===== src/rtl/osc_sup_pkg.sv =====
package osc_sup_pkg;
  // Strobes from the control section to the counting datapath.
  typedef struct packed {
    logic oscCntClear;   // restart stabilization count
    logic lockCntClear;  // hold lock model at zero
  } strobe_t;

  localparam int REG_W = 8;
  localparam int BIT_OSC_OFF = 0;
  localparam int BIT_PLL_RST = 1;
  localparam int BIT_PLL_OFF = 2;
  localparam int BIT_IMM     = 3;
  localparam int BIT_STABLE  = 6;
  localparam int BIT_LOCKED  = 7;
endpackage


===== src/rtl/osc_sup_counter.sv =====
module osc_sup_counter #(
  parameter int LIMIT = 16
) (
  input  logic clk,
  input  logic rstN,
  input  logic clear,
  output logic done
);
  localparam int CW = $clog2(LIMIT + 1);

  logic [CW-1:0] cnt;

  assign done = (cnt == CW'(LIMIT));

  // Saturating up-counter; clear wins over counting.
  always_ff @(posedge clk or negedge rstN) begin
    if (!rstN)      cnt <= '0;
    else if (clear) cnt <= '0;
    else if (!done) cnt <= cnt + 1'b1;
  end
endmodule


===== src/rtl/osc_sup_datapath.sv =====
module osc_sup_datapath
  import osc_sup_pkg::*;
#(
  parameter int STABLE_COUNT = 41032,
  parameter int LOCK_DELAY   = 64
) (
  input  logic    clk,
  input  logic    rstN,
  input  strobe_t strobes,
  output logic    oscDone,
  output logic    lockDone
);
  localparam int NUM_CNT = 2;
  localparam int LIMITS [NUM_CNT] = '{STABLE_COUNT, LOCK_DELAY};

  logic [NUM_CNT-1:0] clears;
  logic [NUM_CNT-1:0] dones;

  assign clears   = {strobes.lockCntClear, strobes.oscCntClear};
  assign oscDone  = dones[0];
  assign lockDone = dones[1];

  for (genvar i = 0; i < NUM_CNT; i++) begin : g_cnt
    osc_sup_counter #(.LIMIT(LIMITS[i])) u_cnt (
      .clk  (clk),
      .rstN (rstN),
      .clear(clears[i]),
      .done (dones[i])
    );
  end
endmodule


===== src/rtl/osc_sup_control.sv =====
module osc_sup_control
  import osc_sup_pkg::*;
(
  input  logic             clk,
  input  logic             rstN,
  input  logic             wrEn,
  input  logic [REG_W-1:0] wrData,
  input  logic             idleIn,
  input  logic             testMode,
  input  logic             cntDisable,
  input  logic             oscDone,
  input  logic             lockDone,
  output strobe_t          strobes,
  output logic [REG_W-1:0] rdData,
  output logic             oscPowerDown,
  output logic             pllReset,
  output logic             pllPowerDown
);
  logic oscOff, pllRst, pllOff, immMode;
  logic oscDown;
  logic oscOffFalling;
  logic stable;

  // Control bits; PLL reset comes out of reset asserted.
  always_ff @(posedge clk or negedge rstN) begin
    if (!rstN) begin
      oscOff  <= 1'b0;
      pllRst  <= 1'b1;
      pllOff  <= 1'b0;
      immMode <= 1'b0;
    end else if (wrEn) begin
      oscOff  <= wrData[BIT_OSC_OFF];
      pllRst  <= wrData[BIT_PLL_RST];
      pllOff  <= wrData[BIT_PLL_OFF];
      immMode <= wrData[BIT_IMM];
    end
  end

  // Power-down state: entered at once or on idle, held while requested,
  // dropped (or a pending request cancelled) once the request bit clears.
  always_ff @(posedge clk or negedge rstN) begin
    if (!rstN) oscDown <= 1'b0;
    else       oscDown <= oscOff && (oscDown || immMode || idleIn);
  end

  assign oscOffFalling = wrEn && oscOff && !wrData[BIT_OSC_OFF];

  always_comb begin
    strobes.oscCntClear  = oscDown || oscOffFalling;
    strobes.lockCntClear = pllRst || pllOff;
  end

  assign stable = oscDone || cntDisable || testMode;

  always_comb begin
    rdData              = '0;
    rdData[BIT_OSC_OFF] = oscOff;
    rdData[BIT_PLL_RST] = pllRst;
    rdData[BIT_PLL_OFF] = pllOff;
    rdData[BIT_IMM]     = immMode;
    rdData[BIT_STABLE]  = stable;
    rdData[BIT_LOCKED]  = lockDone;
  end

  assign oscPowerDown = oscDown;
  assign pllReset     = pllRst;
  assign pllPowerDown = pllOff;
endmodule


===== src/rtl/osc_supervisor.sv =====
module osc_supervisor
  import osc_sup_pkg::*;
#(
  parameter int STABLE_COUNT = 41032,
  parameter int LOCK_DELAY   = 64
) (
  input  logic       clk,
  input  logic       rstN,
  input  logic       wrEn,
  input  logic [7:0] wrData,
  output logic [7:0] rdData,
  input  logic       idleIn,
  input  logic       testMode,
  input  logic       cntDisable,
  output logic       oscPowerDown,
  output logic       pllReset,
  output logic       pllPowerDown
);
  strobe_t strobes;
  logic    oscDone;
  logic    lockDone;

  osc_sup_control u_ctrl (
    .clk         (clk),
    .rstN        (rstN),
    .wrEn        (wrEn),
    .wrData      (wrData),
    .idleIn      (idleIn),
    .testMode    (testMode),
    .cntDisable  (cntDisable),
    .oscDone     (oscDone),
    .lockDone    (lockDone),
    .strobes     (strobes),
    .rdData      (rdData),
    .oscPowerDown(oscPowerDown),
    .pllReset    (pllReset),
    .pllPowerDown(pllPowerDown)
  );

  osc_sup_datapath #(
    .STABLE_COUNT(STABLE_COUNT),
    .LOCK_DELAY  (LOCK_DELAY)
  ) u_dp (
    .clk     (clk),
    .rstN    (rstN),
    .strobes (strobes),
    .oscDone (oscDone),
    .lockDone(lockDone)
  );
endmodule


===== config.mk =====
export PLATFORM = sky130hd
export DESIGN_NAME = osc_supervisor
export DESIGN_NICKNAME = d
export VERILOG_FILES = /design/src/rtl/osc_sup_pkg.sv /design/src/rtl/osc_sup_counter.sv /design/src/rtl/osc_sup_datapath.sv /design/src/rtl/osc_sup_control.sv /design/src/rtl/osc_supervisor.sv
export SDC_FILE = /design/constraint.sdc
export NUM_CORES = 1
export LEC_CHECK = 0
export CAP_MARGIN = 20
export CORE_ASPECT_RATIO = 0.8
export CORE_MARGIN = 1
export CORE_UTILIZATION = 30
export CTS_CLUSTER_SIZE = 24
export DETAILED_ROUTE_END_ITERATION = 8
export PLACE_DENSITY = 0.5
export SLEW_MARGIN = 20
export SYNTH_ARGS = -nofsm -noshare
export SYNTH_HDL_FRONTEND = slang
export SYNTH_SLANG_ARGS = --single-unit
export TNS_END_PERCENT = 50

===== constraint.sdc =====
create_clock -name clk -period 1.83 [get_ports clk]
set_input_delay 0.366 -clock clk [delete_from_list [all_inputs] [get_ports clk]]
set_output_delay 0.366 -clock clk [all_outputs]
set_load 0.005 [all_outputs]

== Yosys cells after proc, flatten, opt, wreduce, memory -nomap -nowiden ==
Index checks and enable logic that the tools add are counted.
W data, S select, Z words.
Word-level totals
  bits in registers: 28
  input bits: 14
  output and inout bits: 11
Operators by class
  add/sub/neg operators: 2
  equal/unequal tests: 4
  muxes and demuxes: 4
  reductions and logical operators: 10
Operator list (count)
  $mux W16: 2
  $add A16 B1 Y16 const B: 1
  $eq A16 B16 Y1 const B: 1
  $mux W7: 2
  $add A7 B1 Y7 const B: 1
  $eq A7 B7 Y1 const B: 1
  $logic_or A1 B1 Y1: 6
  $ne A2 B1 Y1 const B: 2
  $logic_and A1 B1 Y1: 3
  $logic_not A1 Y1: 1

== Longest topological paths before layout ==
  word-level depth: 4
  mapped depth: 6
  gate-level depth less buffers: 5

== Hierarchy ==
Synthesis repeated with hierarchy kept, for this count alone.
Second synthesis, totals
  cells, all modules: 148
  area total of the unflattened synthesis: 1519.0 um2
By module, submodules not included
  osc_sup_counter (u_dp.g_cnt[0].u_cnt): times used 1, cells each 86, area an instance 873.3 um2, seq. area each 400.4 um2
  osc_sup_counter (u_dp.g_cnt[1].u_cnt): times used 1, cells each 39, area an instance 377.9 um2, seq. area each 175.2 um2
  osc_sup_control: times used 1, cells each 23, area an instance 267.8 um2, seq. area each 126.4 um2

== Worst setup path before layout ==
No wires, ideal clock.
  path kind: register to output
  start point: register u_dp.g_cnt[0].u_cnt.cnt[9]
  end point: output rdData[6]
  data arrival time: 1559 ps
  required time: 1464 ps
  slack: -95 ps
  cell stages (with the launch flop): 5
  cells stage by stage: dfrtp_1 > or4_4 > nor4_4 > or3_2 > buf_4
Between the ends
  word-level cells in the longest chain between the ends: 3
Ends and longest elaborated chain
  start, declared: line osc_sup_counter.sv:11  | logic [CW-1:0] cnt;
  start signal, assigned: line osc_sup_counter.sv:19  | else if (!done) cnt <= cnt + 1'b1;
  $eq A16 B16 Y1: line osc_sup_counter.sv:13  | assign done = (cnt == CW'(LIMIT));
  $logic_or A1 B1 Y1 (2 in a row): line osc_sup_control.sv:53  | assign stable = oscDone || cntDisable || testMode;
  end, declared: line osc_supervisor.sv:11  | output logic [7:0] rdData,
No other way between the ends.

== Worst setup path in the final report ==
  start point: register u_dp.g_cnt[0].u_cnt.cnt[7]
  end point: output rdData[6]
The elaborated chain is that of the path after synthesis.

==> run_results.csv <==
group,metric,value,unit
power_and_ir_drop,power_leakage,0.000832,µW
sta,fin_crit,2.13,ns
clock_tree,max-clock-path-buffers,2,
logic_synthesis,ys_warn_count,0,
clock_tree,cts_tree,"built",
placed_design,gp_congestion,0.852,
power_and_ir_drop,pwr_density_cell,654,nW/µm²
global_routing,initial_antenna_violation_count,0,
critical_path,timing.critical_path.max_delay_family,"simple AND/OR/NAND/NOR gates",
power_and_ir_drop,vdd.ir_drop.worst,279,µV
critical_path,timing.critical_path.fanout_max,2,
critical_path,criticalPathCategory,"reg2out",
critical_path,cp_num_buf_inv,1,
final_layout,design.final.nets,214,
logic_synthesis,synth_cells,155,
critical_path,worst-endpoint-required,1.46,ns
clock_tree,clk_latency,0.28,ns
floorplanning,die_w,81.6,µm
global_routing,globalRoute.totalOverflow,0,
hold_path,holdCritPathClass,"in2async",
sta,grt_setup_unrepaired,"yes",
sta,timing.final.crit_share,1.16,
outcome,outcome,"complete, but fails checks",
critical_path,critical-path-slowest-cell,"sky130_fd_sc_hd__or4_4",
clock_tree,clkSlewWorstSetupHoldPaths,0.09,ns
sta,final_hold_viol_count,0,
floorplanning,chip_height,65.7,µm
logic_synthesis,post_synth_edffs,0,
floorplanning,io_pins,25,
logic_synthesis,yosys.cell_types.count,33,
clock_tree,htree_levels,1,
floorplanning,fp-row-count,22,
logic_synthesis,post_synth.cell_area_avg,9.81,µm²
clock_tree,clock_tree.root_cell,"sky130_fd_sc_hd__clkbuf_8",
critical_path,setup.worst_path.start_class,"flip-flop",
placed_design,detailed_place.area,1920,µm²
detailed_routing,vias_per_cell,4.93,
final_layout,layout-area-overhead-vs-synth,31.3,%
detailed_routing,vias,1257,
sta,slew_viol_final,0,
clock_tree,cts-buffers-inserted,3,
outcome,failing_checks,"setup timing",
floorplanning,design.core.area,4730,µm²
final_layout,design_area,2000,µm²
floorplanning,die_area,5360,µm²
placed_design,portBuffers,18,
final_layout,layout.filler_cells,452,
placed_design,pre_cts_slack,-0.402,ns
clock_tree,clock_sink_count,28,
logic_synthesis,ys.flop_type,"sky130_fd_sc_hd__dfrtp_1",
placed_design,dp.final_hpwl,2.45,mm
sta,postLayoutSetupSlackWorst,-0.298,ns
job,max_cap_check_violation_count,0,
logic_synthesis,syn_area,1520,µm²
global_routing,grt_max_degree,29,
detailed_routing,ant_nets,0,
critical_path,path_cells,"or4_4, nor4_4, or3_4, buf_6",
sta,setup_total_negative_slack,-0.298,ns
logic_synthesis,yosys_register_bits,28,
detailed_routing,drt-initial-drc-count,35,
detailed_routing,detailedRoute.firstPassIterationCount,4,
critical_path,crit_path_max_incr_delay,0.56,ns
sta,skew,0.00677,ns
global_routing,grt_pass1_wl,5.76,mm
logic_synthesis,share_of_flip_flops_with_an_asynchronous_set_or_reset,1.00,
critical_path,cp-end-kind,"output port",
sta,clock.fmax,470,MHz
power_and_ir_drop,totalPowerFinal,1300,µW
detailed_routing,wl,3.37,mm
final_layout,antenna_cells,0,
critical_path,data_arrival_time_of_the_critical_path,1.76,ns
final_layout,finalCoreUtilization,0.422,
logic_synthesis,ys_seq_area_frac,0.462,
detailed_routing,detail_route.drc_violations,0,
detailed_routing,wire_per_inst,13.2,µm
global_routing,grt_pass1_vias,1209,
floorplanning,initial_core_util,0.321,
global_routing,gr-usage-all-layers,0.144,
sta,finalSetupViolations,1,
clock_tree,hold_buffers,0,
final_layout,layout-drive-gt1-share,0.251,
[registers in the layout, summed over array words and instances (netlist names)]
register              flops
u_ctrl.oscOff             1
u_ctrl.oscPowerDown       1
u_ctrl.pllPowerDown       1
u_dp.g_cnt.u_cnt.cnt     23
u_ctrl.immMode            1
u_ctrl.pllReset           1
[logic make-up (layout without fill, tap and decap cells)]
logic type                 count (synthesis)  in the layout  share of synthesized area
DFF                                       28             28                      0.462
muxes                                      9              9                     0.0626
AOI/OAI and AO/OA                         25             25                     0.0922
buffers and inverters                     22             61                     0.0741
and+or+nand+nor                           61             61                      0.245
xor gates and xnor gates                   5              5                     0.0288
adders and majority gates                  4              4                     0.0329
other                                      1              2                    0.00247
[synth_stat cells (all sizes together), types with 2 or more instances]
library cell,number,share of area
a21oi,11,0.036
buf,8,0.040
clkbuf,6,0.015
dfrtp,27,0.44
ha,4,0.033
inv,8,0.020
mux2,4,0.030
mux2i,5,0.033
nand2,7,0.017
nand3,16,0.053
nand3b,2,0.0099
nand4,5,0.021
nor2,5,0.012
nor3,2,0.0066
nor4,4,0.026
o21ai,8,0.026
o31ai,4,0.020
or3,8,0.034
or4,7,0.037
xor2,4,0.023
[through the flow]
stage	hold slack [ns]	std cells
final	0.457	255
after detailed placement	0.522	250
after floorplan	0.0704	156
after global routing	0.473	255
after CTS	0.466	254
after global placement	0.514	250
[final cells by class]
type	count	area (µm²)	share of cell area
repair buffers	49	409	0.205
clock buffers	4	55.1	0.0276
flip-flops and latches	28	702	0.352
well taps	60	75.1	0.0376
multi-input cells	106	724	0.363
inverters	8	30.0	0.0150
[per-layer routing]
layer | up-vias | wire length [µm] | track usage
li1 | 631 | - | -
met1 | 595 | 1700 | 0.195
met2 | 29 | 1440 | 0.221
met3 | 2 | 201 | 0.0375
met4 | 0 | 27 | 0.0461
met5 | - | 0 | 0
[worst register-to-register path, stage by stage (launching register included)]
cell and delay [ns]:
sky130_fd_sc_hd__dfrtp_1 0.40, sky130_fd_sc_hd__or4_4 0.56, sky130_fd_sc_hd__nor4_4 0.29, sky130_fd_sc_hd__buf_4 0.15, sky130_fd_sc_hd__buf_4 0.12, sky130_fd_sc_hd__mux2i_1 0.19
[power breakdown]
part	internal [µW]	switching, µW
Clock	193	199
Combinational	126	114
Sequential	651	21.9
Total	970	335
[repair_timing]
action	in CTS	in global routing
resized for setup	12	0
endpoints found under the setup margin	2	2
hold endpoints to repair	0	0
setup buffers	0	1
pin swaps	5	3
[final timing paths]
kind	from	endpoint	slack, ns	cells after the start
max in group asynchronous	rstN	u_ctrl.pllReset	1.07	2
hold / removal	rstN	u_dp.g_cnt[1].u_cnt.cnt[1]	0.46	2
setup / recovery	u_dp.g_cnt[0].u_cnt.cnt[7]	rdData[6]	-0.30	4
setup reg to reg	u_dp.g_cnt[0].u_cnt.cnt[7]	u_dp.g_cnt[0].u_cnt.cnt[0]	0.07	5
min in group clk	u_ctrl.immMode	u_ctrl.oscPowerDown	0.54	1
hold reg to reg	u_ctrl.immMode	u_ctrl.oscPowerDown	0.54	1
[layout by cell type (no fill, tap or decap), types with 2 or more instances in the layout]
cell / count
sky130_fd_sc_hd__buf_4: 31
sky130_fd_sc_hd__clkbuf_8: 4
sky130_fd_sc_hd__nor3_1: 2
sky130_fd_sc_hd__nor2_1: 4
sky130_fd_sc_hd__mux2i_1: 5
sky130_fd_sc_hd__o21ai_0: 8
sky130_fd_sc_hd__xor2_1: 4
sky130_fd_sc_hd__a21oi_1: 11
sky130_fd_sc_hd__nand3_1: 16
sky130_fd_sc_hd__or4_1: 5
sky130_fd_sc_hd__nor4_1: 3
sky130_fd_sc_hd__or3_1: 7
sky130_fd_sc_hd__o31ai_1: 4
sky130_fd_sc_hd__nand2_1: 7
sky130_fd_sc_hd__conb_1: 2
sky130_fd_sc_hd__nand3b_1: 2
sky130_fd_sc_hd__nand4_1: 5
sky130_fd_sc_hd__clkdlybuf4s50_1: 16
sky130_fd_sc_hd__or4_4: 2
sky130_fd_sc_hd__mux2_2: 4
sky130_fd_sc_hd__ha_1: 4
sky130_fd_sc_hd__dfrtp_1: 27
sky130_fd_sc_hd__inv_1: 8
No activity file was read; power rests on OpenSTA's default activity.
